[src/rtl/vec_irq_pkg.sv]
package vec_irq_pkg;
    localparam int VEC_N     = 256;
    localparam int VEC_W     = $clog2(VEC_N);
    localparam int WORD_W    = 32;
    localparam int WORDS     = VEC_N / WORD_W;
    localparam int WIDX_W    = $clog2(WORDS);
    localparam int ADDR_W    = 12;
    localparam int FIRST_OK  = 16;
    localparam int STRIDE_LG = 4;
    localparam int GRP_LG    = STRIDE_LG + WIDX_W;

    localparam logic [ADDR_W-1:0] BASE_SVC  = 12'h100;
    localparam logic [ADDR_W-1:0] BASE_TRIG = 12'h180;
    localparam logic [ADDR_W-1:0] BASE_REQ  = 12'h200;
    localparam logic [ADDR_W-1:0] BASE_ENA  = 12'h480;

    typedef enum logic [1:0] {
        MAP_SVC  = 2'd0,
        MAP_TRIG = 2'd1,
        MAP_REQ  = 2'd2,
        MAP_ENA  = 2'd3
    } map_sel_e;

    typedef struct packed {
        logic [VEC_N-1:0]  req;
        logic [VEC_N-1:0]  svc;
        logic [VEC_N-1:0]  trig;
        logic [VEC_N-1:0]  ena;
        logic [WORD_W-1:0] rdata;
        logic              reg_err;
        logic              raise_err;
    } bm_state_t;
endpackage

[src/rtl/vec_prio_enc.sv]
module vec_prio_enc
    import vec_irq_pkg::*;
#(
    parameter int N     = VEC_N,
    parameter int GRP   = WORD_W,
    localparam int IW   = $clog2(N),
    localparam int NG   = N / GRP,
    localparam int GW   = $clog2(GRP)
) (
    input  logic [N-1:0]  bits,
    output logic          any,
    output logic [IW-1:0] idx
);
    logic [NG-1:0]        grp_any;
    logic [GW-1:0]        grp_idx [NG];

    for (genvar g = 0; g < NG; g++) begin : g_grp
        always_comb begin
            grp_any[g] = |bits[g*GRP +: GRP];
            grp_idx[g] = '0;
            for (int b = 0; b < GRP; b++) begin
                if (bits[g*GRP + b]) grp_idx[g] = GW'(b);
            end
        end
    end

    always_comb begin
        any = |grp_any;
        idx = '0;
        for (int g = 0; g < NG; g++) begin
            if (grp_any[g]) idx = IW'(g * GRP) | IW'(grp_idx[g]);
        end
    end
endmodule

[src/rtl/vec_reg_decode.sv]
module vec_reg_decode
    import vec_irq_pkg::*;
(
    input  logic [ADDR_W-1:0] addr,
    output logic              hit,
    output map_sel_e          sel,
    output logic [WIDX_W-1:0] widx
);
    logic [ADDR_W-GRP_LG-1:0] grp;

    always_comb begin
        grp  = addr[ADDR_W-1:GRP_LG];
        widx = addr[GRP_LG-1:STRIDE_LG];
        hit  = (addr[STRIDE_LG-1:0] == '0);
        sel  = MAP_SVC;
        if (grp == BASE_SVC[ADDR_W-1:GRP_LG])       sel = MAP_SVC;
        else if (grp == BASE_TRIG[ADDR_W-1:GRP_LG]) sel = MAP_TRIG;
        else if (grp == BASE_REQ[ADDR_W-1:GRP_LG])  sel = MAP_REQ;
        else if (grp == BASE_ENA[ADDR_W-1:GRP_LG])  sel = MAP_ENA;
        else                                        hit = 1'b0;
    end
endmodule

[src/rtl/vec_irq_bitmap.sv]
module vec_irq_bitmap
    import vec_irq_pkg::*;
(
    input  logic              clk,
    input  logic              rst_n,
    input  logic              raise_valid,
    input  logic [VEC_W-1:0]  raise_vec,
    input  logic              raise_level,
    output logic              raise_err,
    input  logic              lower_valid,
    input  logic [VEC_W-1:0]  lower_vec,
    input  logic              svc_req,
    output logic              pend,
    output logic [VEC_W-1:0]  top_vec,
    input  logic              reg_en,
    input  logic              reg_wr,
    input  logic [ADDR_W-1:0] reg_addr,
    input  logic [WORD_W-1:0] reg_wdata,
    output logic [WORD_W-1:0] reg_rdata,
    output logic              reg_err
);
    bm_state_t         st_d, st_q;
    logic              dec_hit;
    map_sel_e          dec_sel;
    logic [WIDX_W-1:0] dec_widx;
    logic [VEC_N-1:0]  set_m, clr_m, sel_map;

    // Signals brought out for the bound checker
    logic [VEC_N-1:0]  req_map, svc_map, ena_map;
    assign req_map = st_q.req;
    assign svc_map = st_q.svc;
    assign ena_map = st_q.ena;

    vec_prio_enc #(.N(VEC_N), .GRP(WORD_W)) u_enc (
        .bits (st_q.req),
        .any  (pend),
        .idx  (top_vec)
    );

    vec_reg_decode u_dec (
        .addr (reg_addr),
        .hit  (dec_hit),
        .sel  (dec_sel),
        .widx (dec_widx)
    );

    always_comb begin
        unique case (dec_sel)
            MAP_SVC:  sel_map = st_q.svc;
            MAP_TRIG: sel_map = st_q.trig;
            MAP_REQ:  sel_map = st_q.req;
            default:  sel_map = st_q.ena;
        endcase
    end

    always_comb begin
        st_d           = st_q;
        st_d.raise_err = 1'b0;
        st_d.reg_err   = 1'b0;
        st_d.rdata     = '0;
        set_m          = '0;
        clr_m          = '0;

        if (raise_valid) begin
            if (int'(raise_vec) < FIRST_OK) begin
                st_d.raise_err = 1'b1;
            end else if (st_q.ena[raise_vec]) begin
                set_m[raise_vec]     = 1'b1;
                st_d.trig[raise_vec] = raise_level;
            end
        end

        if (lower_valid) clr_m[lower_vec] = 1'b1;

        if (svc_req && pend) begin
            clr_m[top_vec]    = 1'b1;
            st_d.svc[top_vec] = 1'b1;
        end

        st_d.req = (st_q.req | set_m) & ~clr_m;

        if (reg_en) begin
            if (!dec_hit) begin
                st_d.reg_err = 1'b1;
            end else if (reg_wr) begin
                if (dec_sel == MAP_ENA)
                    st_d.ena[{dec_widx, 5'b0} +: WORD_W] = reg_wdata;
                else
                    st_d.reg_err = 1'b1;
            end else begin
                st_d.rdata = sel_map[{dec_widx, 5'b0} +: WORD_W];
            end
        end
    end

    always_ff @(posedge clk) begin
        if (!rst_n) begin
            st_q      <= '0;
            st_q.ena  <= '1;
        end else begin
            st_q      <= st_d;
        end
    end

    assign raise_err = st_q.raise_err;
    assign reg_rdata = st_q.rdata;
    assign reg_err   = st_q.reg_err;
endmodule

[config.mk]
export PLATFORM = sky130hd
export DESIGN_NAME = vec_irq_bitmap
export DESIGN_NICKNAME = d
export VERILOG_FILES = /design/src/rtl/vec_irq_pkg.sv /design/src/rtl/vec_prio_enc.sv /design/src/rtl/vec_reg_decode.sv /design/src/rtl/vec_irq_bitmap.sv
export SDC_FILE = /design/constraint.sdc
export NUM_CORES = 2
export LEC_CHECK = 0
export ABC_AREA = 1
export BUFFER_PORTS_ARGS = -buffer_cell sky130_fd_sc_hd__buf_2
export CELL_PAD_IN_SITES_DETAIL_PLACEMENT = 0
export CELL_PAD_IN_SITES_GLOBAL_PLACEMENT = 1
export CORE_MARGIN = 3
export CORE_UTILIZATION = 29
export CTS_BUF_LIST = sky130_fd_sc_hd__clkbuf_2 sky130_fd_sc_hd__clkbuf_4 sky130_fd_sc_hd__clkbuf_8
export DETAILED_ROUTE_END_ITERATION = 6
export MAX_ROUTING_LAYER = met4
export PLACE_DENSITY = 0.56
export SKIP_CTS_REPAIR_TIMING = 1
export SLEW_MARGIN = 20
export SYNTH_ARGS = -nofsm -noshare
export SYNTH_HDL_FRONTEND = slang
export SYNTH_SLANG_ARGS = --single-unit
[constraint.sdc]
create_clock -name clk -period 4 [get_ports clk]
set_input_delay 0 -clock clk [delete_from_list [all_inputs] [get_ports clk]]
set_output_delay 0 -clock clk [all_outputs]
set_load 0.02 [all_outputs]
After elaboration in Yosys (flattened, before gate mapping) --
Index checks and enable logic that the tools add are counted.
Cells by class: mux-type cells 284, div/mod/pow operators 0, shift-type cells 3, order comparisons 7, equal/unequal tests 7, reductions and logical operators 20, add/sub/neg operators 1, multipliers 0, bitwise operators 9
Operator list (number):
- 256-bit two-way mux | 5
- 256-bit bitwise OR | 3
- 256-bit case mux with 3 select lines | 1
- 5-bit two-way mux | 143
- 256-bit bitwise mux | 2
- 256-bit AND | 1
- 256-bit inverter | 1
- 256-bit OR reduction | 1
- 32-bit OR reduction | 8
- 32-bit by 10-bit variable shift with 256-bit output (first input constant) | 1
- 256-bit by 9-bit variable part select with 32-bit output | 1
- 32-bit by 10-bit variable part select with 256-bit output | 1
- 4-bit two-way mux | 56
- 3-bit two-way mux | 28
- 2-bit two-way mux | 18
- 8-bit two-way mux | 4
- 8-bit by 9-bit < comparator with 1-bit output (second input constant) | 3
- 1-bit demux with 8-bit select | 3
- 8-bit by 1-bit greater-or-equal comparator with 1-bit output (second input constant) | 3
- 1-bit two-way mux | 20
- 7-bit two-way mux | 2
- 5-bit by 2-bit == test with 1-bit output (second input constant) | 2
- 8-bit negation with 10-bit output | 1
- 1-bit binary-select mux with 8-bit select | 1
- 14 further kinds | 22
Storage, ports and cells: input port bits 68, memories kept 0, bits in read-only memories 0, bits in registers 1058, logic and storage cells 338, latch bits 0, memory bits (writable) 0, output and inout port bits 43

Longest topological paths before layout --
depth in word-level cells 47, gate-level depth with buffers 44, mapped depth without buffers 42

Modules after synthesis --
A second synthesis with hierarchy kept.
Second synthesis, totals: cell total of the unflattened synthesis 8665, area, all modules 56153.9 µm²
Modules (own cells, without submodules):
- vec_irq_bitmap | cells each 7783, seq. area each 21180.3 µm², area an instance 52608.0 µm², instances 1
- vec_prio_enc | cells each 860, seq. area each 0.0 µm², area an instance 3430.8 µm², instances 1
- vec_reg_decode | cells each 22, seq. area each 0.0 µm², area an instance 115.1 µm², instances 1

Worst setup path after synthesis --
Ideal clock, no wire load.
path kind register to register, start point register st_q, in the netlist req_map[255], end point register st_q, in the netlist svc_map[0], buffers on the path 0, arrival 2.842 ns, data required time 3.872 ns, library setup time 0.128 ns, stages on the path, launching flop included 20, path slack 1.031 ns, clock period less this slack 2.969 ns, cell sequence dfxtp_1 -> inv_2 -> nand2_1 -> nor3_1 -> and3_1 -> nand2_1 -> nor2_1 -> inv_1 -> nor2_1 -> inv_1 -> nor2_1 -> nand2_1 -> nand2_1 -> inv_1 -> nand3_1 -> nor2_1 -> inv_1 -> nor2_1 -> nor2_1 -> nor2_1
On the way: word-level cells in the longest chain between the ends 7, elaborated cells on any way between the ends 11, classes of those cells order compare (2); mux (4); bitwise (1); reduce/logical (4)
RTL lines:
- start, declared | line vec_irq_bitmap.sv:22 | bm_state_t st_d, st_q;
- start signal, assigned | line vec_irq_bitmap.sv:101 | st_q <= st_d;
- 32-bit OR reduction (*) | line vec_prio_enc.sv:19 | grp_any[g] = |bits[g*GRP +: GRP];
- 8-bit two-way mux (*) | line vec_prio_enc.sv:31 | if (grp_any[g]) idx = IW'(g * GRP) | IW'(grp_idx[g]);
- net top_vec[7] | line vec_irq_bitmap.sv:14 | output logic [VEC_W-1:0] top_vec,
- 8-bit by 9-bit < comparator with 1-bit output (implied by the code) or 8-bit by 1-bit greater-or-equal comparator with 1-bit output (tied branches) | line vec_irq_bitmap.sv:77 | st_d.svc[top_vec] = 1'b1;
- 1-bit logical AND (implied by the code) | line vec_irq_bitmap.sv:77
- 1-bit two-way mux (implied by the code) | line vec_irq_bitmap.sv:77
- 1-bit demux with 8-bit select (*) | line vec_irq_bitmap.sv:77
- 256-bit bitwise OR (no line) (*)
The timed path passes the listed nets; every way through them passes the cells marked *. A chain may end at the register's enable or synchronous reset.

Worst setup path in the final report --
start point register st_q, in the netlist req_map[163], end point output top_vec[0]
On the way: word-level cells in the longest chain between the ends 32, elaborated cells on any way between the ends 33, classes of those cells mux (32); reduce/logical (1)
RTL lines:
- 2-bit two-way mux | line vec_prio_enc.sv:22 | if (bits[g*GRP + b]) grp_idx[g] = GW'(b);
- 3-bit two-way mux (4 in a row) | line vec_prio_enc.sv:22
- 4-bit two-way mux (8 in a row) | line vec_prio_enc.sv:22
- 5-bit two-way mux (16 in a row) | line vec_prio_enc.sv:22
- 8-bit two-way mux (*) (3 in a row) | line vec_prio_enc.sv:31
- end, declared | line vec_irq_bitmap.sv:14
Mark *: on every way between the ends. The rest lies on a longest branch, timed or not.

==> flow_summary.toml <==
[run_status]
status = "complete, but fails checks"
violations = "negative setup slack"

[worst_setup_path]
crit_cells = 31
slowest_delay_ps = 310
path_class = "flip-flop to primary output"
path_buf_inv = 6
cp.arrival_ps = 4360
cp_slowest_cell = "dfxtp_1"
path_delay_family = "simple AND/OR/NAND/NOR gates"
cp-start-kind = "flip-flop"
crit_top_cell = "nand2_1"
worstPathRequired_ps = 4000
path_max_fanout = 6
cp-end-kind = "primary output"
worst_r2r_path_depth = 47

[placement]
dp_hpwl_um = 223000
dp_cells = 9731
io_buffers = 110
gp_congestion = 1.01

[power]
powerDensity_nw_per_um2 = 403
p_leak_nw = 26.5
vdd_drop_max_mv = 0.299

[timing]
max_freq_mhz = 229
worst_slew_margin_rel_pct = 18.3
setup_viol = 135
layout_setup_ws_ps = -360
fin_crit_ps = 4360
worst_pin_slew_ps = 1220
finalSetupTns_ps = -20870
post-route-period-util_pct = 109
rsz0062_at_grt = "yes"
finalMaxSlewViolations = 0
fin_skew_ps = 65.6
hold_viol = 0

[floorplanning]
coreArea_um2 = 175000
die_w_um = 426
num_io_pins = 111
row_count = 153
die_area_um2 = 181000
fp.dieH_um = 426
start_util_pct = 29.3

[finish]
regArea_um2 = 21200
stdcell_count = 10200
area_growth_pct = 25.7
drive_gt1_share_pct = 17.1
nets = 7773
fillCellCount = 18700
multi_input_area_um2 = 25400

[grt]
grt_most_used_layer = "met2"
grt_pass1_wl_um = 440000
grt_max_degree = 181
met2_usage_pct = 51.9
use_met1_pct = 46.6
first_global_vias = 54300
grt_usage_pct = 35.5
grt.overflow.total = 0
antenna_found_initial = 22
grtUsageMet3_pct = 6.78

[synth]
synth_mux_area_share_pct = 0.0588
synth_cells = 7261
synth_adder_area_share_pct = 0.0490
synth_edf_count = 0
synth_compound_area_share_pct = 27.0
synth_top_family_by_area = "compound AO/OA/AOI/OAI gates"
synth_top_cell_area_share_pct = 41.5
syn-mean-instance-area_um2 = 7.04
async_flop_share_pct = 0
synth_ff_type = "dfxtp_1"
ys_top_cells_by_area = "dfxtp_1 (41%), nand2_1 (9.6%), nor2_1 (6.8%)"
post-synth-top-count-cell = "nand2_1"
yosysUniqueCellTypes = 60
synth-seq-area-share_pct = 41.5
synth_top_cell_by_area = "dfxtp_1"
yosys_warnings = 0
synth_xor_area_share_pct = 0
synthTopCellsByCount = "nand2_1 (1,307), dfxtp_1 (1,058), nor2_1 (932), inv_1 (871), o21ai_0 (583)"
synth-simple-area-share_pct = 20.5
syn_nets = 7331
ys_seq_elements = 1058
syn_area_um2 = 51100

[run]
drv_cap = 0

[worst_hold_path]
hp-class = "input pin to flip-flop"
min_delay_path_depth = 7

[cts]
cts_buffer_depth = 3
cts_max_level = 4
clock_sinks = 1058
insertion_delay_ps = 1020
clkTransAtPathRegs_ps = 60
cts_tree = "yes"
cts_root_buf = "clkbuf_8"
cts_buffers = 201

[drt]
drc_errors = 0
dr.pass1.iters = 6
drtAntennaViolNets = 0
drt_iter0_markers = 8329
wl_um = 327000
via_count = 58800
viasPerCell = 5.75
wl_per_cell_um = 32.0
[layer usage]
metal / up-vias / wire [µm]
li1: 25700 / -
met2: 3486 / 140000
met3: 733 / 31200
met5: - / 0
met4: 0 / 19100
met1: 28800 / 137000
[layout by cell type (no fill, tap or decap), drive strengths merged, types with 5 or more instances in the layout]
cell	instances
o21ai	664
a21oi	576
o211ai	325
dlygate4sd3	68
a221oi	209
nand2	1309
a22oi	89
o221a	7
nor3	46
a31oi	29
a211oi	12
clkbuf	335
o221ai	121
dfxtp	1058
nor2	949
o22ai	92
inv	905
diode	21
buf	675
o311ai	11
nand3	110
nand4	150
o2111ai	41
clkinvlp	5
nor4	10
a22o	7
clkinv	31
[through the flow]
step / instance area (µm²) / worst slack [ps] / utilization (%) / hold WS, ps / total power [mW]
after floorplan: 51100 / 1030 / - / 126 / 11.8
after global placement: 57700 / -857 / 33.1 / 264 / 13.6
after detailed placement: 57700 / -762 / 33.1 / 276 / 13.6
after CTS: 62200 / -1010 / 35.6 / -785 / 25.6
after global routing: 64200 / -577 / 36.8 / 26.2 / 26.4
final: 64200 / -360 / 36.8 / 4.99 / 25.9
[where the power goes]
part / internal [mW] / leakage, nW / switching, mW / total (mW)
Clock: 6.76 / 2.39 / 5.37 / 12.1
Combinational: 0.819 / 15.6 / 2.38 / 3.20
Sequential: 10.5 / 8.53 / 0.00578 / 10.6
[state kept, by name, summed over array words and instances, names as in the netlist]
| register | cells |
|---|---|
| raise_err | 1 |
| st_q | 256 |
| svc_map | 256 |
| reg_rdata | 32 |
| reg_err | 1 |
| req_map | 256 |
| ena_map | 256 |
[area by class of cell]
cell class	instances	share of cell area, %
clock inverters	40	0.557
well taps	2325	4.53
inverters	905	5.34
clock buffers	328	6.41
flip-flops and latches	1058	33.0
repair buffers	750	10.6
diodes	21	0.0818
multi-input cells	4787	39.5
[cell families after synthesis]
group	after synthesis
AND/OR/NAND/NOR	2582
AO/OA/AOI/OAI	2200
buffers and inverters	1416
flip-flops	1058
multiplexers	3
adder cells (fa/ha/maj)	2
[worst min-delay path, cell delays in order]
cell     delay, ps
buf_2           70
nor4_1          50
nand2_1         80
inv_1           60
nand4_1         80
buf_4          440
a21oi_1        120
[worst paths after layout]
| check | startpoint | end | slack [ps] |
|---|---|---|---|
| max | req_map[163] | top_vec[0] | -360 |
| min reg2reg | st_q[292] | st_q[292] | 430 |
| max reg2reg | req_map[2] | svc_map[220] | -240 |
| min | reg_addr[2] | reg_rdata[3] | 5 |
No activity file was read; power rests on OpenSTA's default activity.
